$ cat src/rtl/pds_pkg.sv
package pds_pkg;

    localparam int CTRL_OFS     = 0;
    localparam int STAT_OFS     = 4;
    localparam int COLLAPSE_BIT = 0;
    localparam int TMO_BIT      = 4;
    localparam int DN_DONE_BIT  = 15;
    localparam int UP_DONE_BIT  = 16;
    localparam int ON_BIT       = 31;

    typedef enum logic [2:0] {
        ST_OFF,
        ST_UP_ACK,
        ST_UP_ISO,
        ST_ON,
        ST_DN_RST,
        ST_DN_ISO,
        ST_DN_ACK
    } pds_state_e;

    typedef struct packed {
        logic sw_en;
        logic iso;
        logic rst;
    } pds_drive_t;

    typedef struct packed {
        logic on;
        logic up_done;
        logic dn_done;
        logic timeout;
    } pds_status_t;

    function automatic pds_drive_t drive_of(pds_state_e s);
        pds_drive_t d;
        case (s)
            ST_OFF:    d = '{sw_en: 1'b0, iso: 1'b1, rst: 1'b1};
            ST_UP_ACK: d = '{sw_en: 1'b1, iso: 1'b1, rst: 1'b1};
            ST_UP_ISO: d = '{sw_en: 1'b1, iso: 1'b0, rst: 1'b1};
            ST_ON:     d = '{sw_en: 1'b1, iso: 1'b0, rst: 1'b0};
            ST_DN_RST: d = '{sw_en: 1'b1, iso: 1'b0, rst: 1'b1};
            ST_DN_ISO: d = '{sw_en: 1'b1, iso: 1'b1, rst: 1'b1};
            ST_DN_ACK: d = '{sw_en: 1'b0, iso: 1'b1, rst: 1'b1};
            default:   d = '{sw_en: 1'b0, iso: 1'b1, rst: 1'b1};
        endcase
        return d;
    endfunction

    function automatic logic [31:0] pack_status(pds_status_t s);
        logic [31:0] r;
        r              = '0;
        r[ON_BIT]      = s.on;
        r[UP_DONE_BIT] = s.up_done;
        r[DN_DONE_BIT] = s.dn_done;
        r[TMO_BIT]     = s.timeout;
        return r;
    endfunction

endpackage

$ cat src/rtl/pds_regs.sv
module pds_regs
    import pds_pkg::*;
#(
    parameter int ADDR_W = 4
) (
    input  logic              clk,
    input  logic              rst,
    input  logic              wr_en,
    input  logic [ADDR_W-1:0] addr,
    input  logic [31:0]       wdata,
    input  pds_status_t       status,
    output logic [31:0]       rdata,
    output logic              collapse
);

    localparam logic [ADDR_W-1:0] CTRL_A = ADDR_W'(CTRL_OFS);
    localparam logic [ADDR_W-1:0] STAT_A = ADDR_W'(STAT_OFS);

    logic ctrl_hit;
    assign ctrl_hit = wr_en && (addr == CTRL_A);

    always_ff @(posedge clk) begin
        if (rst) begin
            collapse <= 1'b1;
        end else if (ctrl_hit) begin
            collapse <= wdata[COLLAPSE_BIT];
        end
    end

    always_comb begin
        rdata = '0;
        if (addr == CTRL_A) begin
            rdata[COLLAPSE_BIT] = collapse;
        end else if (addr == STAT_A) begin
            rdata = pack_status(status);
        end
    end

    AST_COLLAPSE_HOLD: assert property (@(posedge clk) disable iff (rst)
        !(wr_en && addr == CTRL_A) |=> $stable(collapse));

endmodule

$ cat src/rtl/pds_timer.sv
module pds_timer #(
    parameter int LIMIT = 150000
) (
    input  logic clk,
    input  logic rst,
    input  logic run,
    output logic expired
);

    localparam int CW = (LIMIT > 2) ? $clog2(LIMIT) : 1;
    localparam logic [CW-1:0] LAST = CW'(LIMIT - 1);

    logic [CW-1:0] cnt;

    always_ff @(posedge clk) begin
        if (rst || !run) begin
            cnt <= '0;
        end else if (cnt != LAST) begin
            cnt <= cnt + 1'b1;
        end
    end

    assign expired = run && (cnt == LAST);

    AST_CNT_IDLE: assert property (@(posedge clk) disable iff (rst)
        !run |=> (cnt == '0));

endmodule

$ cat src/rtl/pds_seq.sv
module pds_seq
    import pds_pkg::*;
(
    input  logic        clk,
    input  logic        rst,
    input  logic        collapse,
    input  logic        sw_ack,
    input  logic        expired,
    output pds_drive_t  drive,
    output pds_status_t status,
    output logic        waiting
);

    pds_state_e st, nxt;
    logic up_done, dn_done, tmo;
    logic start_up, start_dn;

    assign start_up = (st == ST_OFF) && !collapse;
    assign start_dn = (st == ST_ON) && collapse;

    always_comb begin
        nxt = st;
        case (st)
            ST_OFF:    if (start_up) nxt = ST_UP_ACK;
            ST_UP_ACK: if (sw_ack) nxt = ST_UP_ISO;
            ST_UP_ISO: nxt = ST_ON;
            ST_ON:     if (start_dn) nxt = ST_DN_RST;
            ST_DN_RST: nxt = ST_DN_ISO;
            ST_DN_ISO: nxt = ST_DN_ACK;
            ST_DN_ACK: if (!sw_ack) nxt = ST_OFF;
            default:   nxt = ST_OFF;
        endcase
    end

    always_ff @(posedge clk) begin
        if (rst) begin
            st      <= ST_OFF;
            up_done <= 1'b0;
            dn_done <= 1'b0;
            tmo     <= 1'b0;
        end else begin
            st <= nxt;
            if (start_dn) begin
                up_done <= 1'b0;
            end else if (st == ST_UP_ISO) begin
                up_done <= 1'b1;
            end
            if (start_up) begin
                dn_done <= 1'b0;
            end else if (st == ST_DN_ACK && !sw_ack) begin
                dn_done <= 1'b1;
            end
            if (start_up || start_dn) begin
                tmo <= 1'b0;
            end else if (expired) begin
                tmo <= 1'b1;
            end
        end
    end

    assign drive   = drive_of(st);
    assign waiting = (st == ST_UP_ACK) || (st == ST_DN_ACK);
    assign status  = '{on: (st == ST_ON), up_done: up_done,
                       dn_done: dn_done, timeout: tmo};

    AST_UNCLAMP_ACK: assert property (@(posedge clk) disable iff (rst)
        $fell(drive.iso) |-> sw_ack);
    AST_RST_AFTER_UNCLAMP: assert property (@(posedge clk) disable iff (rst)
        $fell(drive.rst) |-> (!drive.iso && $past(!drive.iso)));
    AST_EN_OFF_SAFE: assert property (@(posedge clk) disable iff (rst)
        $fell(drive.sw_en) |-> (drive.iso && drive.rst));
    AST_DONE_EXCL: assert property (@(posedge clk) disable iff (rst)
        !(status.up_done && status.dn_done));
    AST_TMO_WAIT: assert property (@(posedge clk) disable iff (rst)
        $rose(status.timeout) |-> $past(waiting));

endmodule

$ cat src/rtl/pwr_domain_switch.sv
module pwr_domain_switch
    import pds_pkg::*;
#(
    parameter int ADDR_W      = 4,
    parameter int TIMEOUT_CYC = 150000
) (
    input  logic              clk,
    input  logic              rst,
    input  logic              reg_wr,
    input  logic [ADDR_W-1:0] reg_addr,
    input  logic [31:0]       reg_wdata,
    output logic [31:0]       reg_rdata,
    input  logic              sw_ack,
    output logic              sw_en,
    output logic              iso_clamp,
    output logic              dom_rst
);

    logic        collapse;
    logic        waiting;
    logic        expired;
    pds_drive_t  drive;
    pds_status_t status;

    pds_regs #(.ADDR_W(ADDR_W)) u_regs (
        .clk      (clk),
        .rst      (rst),
        .wr_en    (reg_wr),
        .addr     (reg_addr),
        .wdata    (reg_wdata),
        .status   (status),
        .rdata    (reg_rdata),
        .collapse (collapse)
    );

    pds_timer #(.LIMIT(TIMEOUT_CYC)) u_timer (
        .clk     (clk),
        .rst     (rst),
        .run     (waiting),
        .expired (expired)
    );

    pds_seq u_seq (
        .clk      (clk),
        .rst      (rst),
        .collapse (collapse),
        .sw_ack   (sw_ack),
        .expired  (expired),
        .drive    (drive),
        .status   (status),
        .waiting  (waiting)
    );

    assign sw_en     = drive.sw_en;
    assign iso_clamp = drive.iso;
    assign dom_rst   = drive.rst;

endmodule

$ cat config.mk
export PLATFORM = sky130hd
export DESIGN_NAME = pwr_domain_switch
export DESIGN_NICKNAME = d
export VERILOG_FILES = /design/src/rtl/pds_pkg.sv /design/src/rtl/pds_regs.sv /design/src/rtl/pds_timer.sv /design/src/rtl/pds_seq.sv /design/src/rtl/pwr_domain_switch.sv
export SDC_FILE = /design/constraint.sdc
export NUM_CORES = 1
export LEC_CHECK = 0
export BUFFER_PORTS_ARGS = -buffer_cell sky130_fd_sc_hd__buf_2
export CORE_AREA = 5 5 62 64
export CTS_CLUSTER_DIAMETER = 60
export DETAILED_ROUTE_END_ITERATION = 12
export DIE_AREA = 0 0 67 69
export PLACE_DENSITY_LB_ADDON = 0.08
export SLEW_MARGIN = 10
export SYNTH_ARGS = -nofsm -noshare
export SYNTH_HDL_FRONTEND = slang
export SYNTH_SLANG_ARGS = --single-unit
$ cat constraint.sdc
create_clock -name clk -period 3.9 [get_ports clk]
set_clock_uncertainty 0.1 [all_clocks]
set_input_delay 0.585 -clock clk [delete_from_list [all_inputs] [get_ports clk]]
set_output_delay 0.585 -clock clk [all_outputs]
set_load 0.02 [all_outputs]
Word-level counts from Yosys, hierarchy flattened --
Index checks and enable logic that the tools add are counted.
Operators by class: reductions and logical operators 19, multiplexer cells 9, equal/unequal tests 13, add/subtract/negate cells 1
Operators with widths (count):
- two-way mux 32 bit | 1
- two-way mux 31 bit | 1
- one-hot mux 3 bit (7 select lines) | 1
- adder 18 x 1 -> 18 bit, second input constant | 1
- equality test 18 bit, second input constant | 1
- != test 18 bit, second input constant | 1
- two-way mux 3 bit | 4
- OR reduction 2 bit | 5
- equality test 3 bit, second input constant | 3
- one-hot mux 3 bit (3 select lines) | 1
- equality test 3 x 2 -> 1 bit, second input constant | 2
- logical AND 1 bit | 5
- equality test 4 x 3 -> 1 bit, second input constant | 1
- zero test 4 bit | 1
- != test 2 x 1 -> 1 bit, second input constant | 2
- != test 2 bit, second input constant | 2
- AND reduction 4 bit | 1
- equality test 3 x 1 -> 1 bit, second input constant | 1
- zero test 1 bit | 3
- zero test 3 bit | 1
- logical OR 1 bit | 3
- two-way mux 1 bit | 1
Storage, ports and cells: flip-flop bits (word level) 25, output and inout bits 35, input bits 40

Logic depth before layout (Yosys ltp) --
depth after elaboration 4, gate-level depth with buffers 6, gate-level depth less buffers 5

Hierarchy --
Synthesis repeated with hierarchy kept, for this count alone.
Second synthesis, totals: cell total of the unflattened synthesis 186, area total of the unflattened synthesis 1537.7 sq um
Modules (own cells, without submodules):
- pds_timer | cells each 103, seq. area each 360.3 sq um, instances 1, area an instance 862.1 sq um
- pds_seq | cells each 45, seq. area each 120.1 sq um, instances 1, area an instance 369.1 sq um
- pds_regs | cells each 38, seq. area each 20.0 sq um, instances 1, area an instance 306.5 sq um

Least setup slack after synthesis --
No wires, ideal clock.
path type register -> output, start point register u_seq.st[1], end point output port reg_rdata[31], buffers on the path 1, required time 3.215 ns, path slack 1.781 ns, stages on the path, launching flop included 5, arrival time 1.434 ns, path through dfxtp_1 clkbuf_1 nand2_1 or2_2 nor2_1
On the way: word-level cells in the longest chain between the ends 3
Ends and longest elaborated chain:
- start: declaration | RTL line pds_seq.sv:14 | pds_state_e st, nxt;
- start signal: assignment | RTL line pds_seq.sv:42 | st <= nxt;
- equality test 3 x 2 -> 1 bit | RTL line pds_seq.sv:63 | assign status = '{on: (st == ST_ON), up_done: up_done,
- two-way mux 32 bit | RTL line pds_regs.sv:34 | end else if (addr == STAT_A) begin
- two-way mux 31 bit | RTL line pds_regs.sv:32 | if (addr == CTRL_A) begin
- end: declaration | RTL line pwr_domain_switch.sv:12 | output logic [31:0] reg_rdata,
No other way between the ends.

Worst setup path after layout --
Ends and elaborated chain as after synthesis.

==> results.tsv <==
metric	value	unit
status	finished clean	
Yosys top cell area share	33.44	%
critical path launch point type	flip-flop	
worst r2r dst	u_timer.cnt[16]	
Diodes inserted	0	
DRT Wirelength	2.798	mm
Residual DRC	0	
Metal-1 WL	1.319	mm
Hold-fix buffers, CTS	0	
Worst-Skew Late Latency	0.33	ns
Buf/Inv on CP	1	
vias in the first global route	1093	
DR iter-0 viols	60	
CTS resizes	0	
Met3 Wirelength	190	um
Min-Delay Endpoint	u_regs.collapse	
unrepaired setup endpoints after global routing	no	
Worst Hold Depth	3	
first-pass GRT wire length	4.733	mm
Worst R2R Start	u_seq.st[0]	
leading area contributor after synthesis	dfxtp_1	
DRT antenna net count	0	
Worst VDD drop	0.1627	mV
PwrDens	285.0	mW/mm^2
crit end category	primary output	
DR WL/cell	11.71	um
Area growth syn-to-layout	0.9199	%
fin crit period	2.366	ns
prevailing post-synth register cell	dfxtp_1	
DR pass1 iterations	4	
crit path DAT	1.68	ns
CTS tree	built	
register bit total from synthesis	25	
Slew HR	61.74	%
CORE AREA	0.003232	mm^2
initial antenna violation count	0	
ratio of cells with drive above 1 in the final layout	13.99	%
Synthesis Warnings	0	
gr usage total	12.40	%
r2r worst-path depth	4	
Hold Path Class	primary input to flip-flop	
clock sinks	25	
Chip Width	67	um
syn_area_per_cell	8.177	um^2
sequential share of the synthesized area	33.44	%
Post CTS Setup Buffer Count	0	
met2 WL	1.271	mm
Max Slew Vio Count	0	
Synth top cells by count	buf_4, dfxtp_1, nor2_1	
Max-Cap Viols	0	
R2R setup slack	1.94	ns
DPL Wire Length	2.041	mm
most numerous cell in the Yosys netlist	buf_4	
Initial Util	46.30	%
Fmax	0.4226	GHz
Root Buffer	clkbuf_4	
period utilization	60.67	%
setup tns final	0	ns
RD Place Congestion	0.7515	
Crit path largest cell delay	0.63	ns
H-tree levels	1	
Die Footprint	0.004623	mm^2
synth top area cells	dfxtp_1, buf_4, xor2_1	
crit path cell chain	nand2_1 > or2_2 > nor2_1 > buf_2	
Max Used Layer	met4	
kind of cell adding the most delay to the critical path	flip-flops	
cts bufs inserted	3	
count of input and output buffers	16	
Post-synth EDFFs	0	
Post-DP Area	0.001480	mm^2
Critical-path top delay cell	dfxtp_1	
Longest Clk Path Bufs	2	
Unique masters post-synth	45	
number of nets in the layout	235	
Slew @ Worst Pin	0.5725	ns
Filler cells	329	
Final Cell Area	0.001510	mm^2
final hold vios	0	
Std-Cell Rows	21	
GRT overflow	0	
HP Start	reg_wdata[0]	
CP Max Fanout	16	
Crit Path Class	flip-flop to primary output	
Clock Pin Slew Worst Setup and Hold Paths	0.15	ns
post-synthesis cell count	183	
final setup fails	0	
Die H	69	um
Leak	0.0005766	uW
largest net degree at the start of global routing	18	
vias after detailed routing	1203	
Post-synth ARST share	0	%
top-level I/O count	75	
vias per cell	5.033	
synthesized area	0.001496	mm^2
Worst EP required	3.21	ns
## final cells by class
class	instances	area (um^2)	share of cell area [%]
timing repair buffer	16	80.08	5.302
clock buffer	3	22.52	1.491
tap	46	57.56	3.811
multi-input combinational	145	830.8	55.01
inverter	3	11.26	0.7456
sequential	25	500.5	33.14
clock inverter	1	7.507	0.4971
## where the power goes
group	switching, uW	internal, uW	total [uW]
Sequential	3.09	257	260
Clock	86.7	39.2	126
Combinational	35.1	9.13	44.3
Total	125	305	430
## how the worst max path moves through the flow
stage | start | to | slack, ns | cells after the start
after floorplan | u_seq.st[1] | reg_rdata[31] | 1.78 | 4
after global placement | reg_addr[1] | reg_rdata[0] | 1.81 | 4
after detailed placement | reg_addr[1] | reg_rdata[0] | 1.76 | 4
after CTS | u_seq.st[1] | reg_rdata[31] | 1.52 | 4
after global routing | u_seq.st[1] | reg_rdata[31] | 1.39 | 4
final | u_seq.st[1] | reg_rdata[31] | 1.53 | 4
## stage by stage
stage	total power [uW]	std cells	worst slack [ns]	hold slack [ns]	util (%)
after floorplan	320.6	209	1.781	0.3468	-
after global placement	308.1	235	1.805	0.3757	45.80
after detailed placement	308.9	235	1.764	0.3813	45.80
after CTS	435.2	239	1.524	0.3924	46.73
after global routing	446.2	239	1.391	0.4001	46.73
final	430.4	239	1.534	0.3968	46.73
## sequential cells by signal (all words and copies together) (netlist names)
register	count
u_seq.up_done	1
u_seq.dn_done	1
u_timer.cnt	18
u_seq.st	3
u_seq.tmo	1
u_regs.collapse	1
## cells by family after synthesis
group / Yosys count / synth area share [%]
xor+xnor: 8 / 4.682
other cells: 1 / 0.2506
fa+ha+maj: 1 / 0.8360
simple gates: 76 / 29.10
buf+inv: 39 / 17.56
compound gates: 33 / 14.13
flops: 25 / 33.44
## worst min-delay path, stage by stage
cell     delay, ns
buf_2         0.07
nand3_1       0.06
nand3_1       0.08
## placed cells by master (no fill, tap or decap), types with 2 or more instances in the layout
cell type	Yosys	routed
nor3_1	5	5
a22oi_1	2	2
clkbuf_4	0	3
or4_1	2	2
conb_1	1	27
a21oi_1	9	9
nand4_1	7	7
nor4_1	2	2
a31oi_1	2	2
o31ai_1	2	2
o21ai_0	8	8
and4_1	3	3
nand3_1	5	5
nor3b_1	2	2
nand2_1	14	14
or3_2	2	2
inv_1	3	3
or3_1	2	2
a211oi_1	2	2
and2_1	2	2
and3_1	3	3
buf_2	0	16
nor2b_1	2	2
o211ai_1	2	2
nand2b_1	2	2
dfxtp_1	25	25
nor2_1	15	15
xor2_1	7	7
## routing by layer
metal / up-vias / global-route usage, %
met5: - / 0
met4: 0 / 4.054
met2: 37 / 19.21
met3: 2 / 1.948
met1: 546 / 17.28
li1: 618 / -
Power figures use the tool's default switching activity.
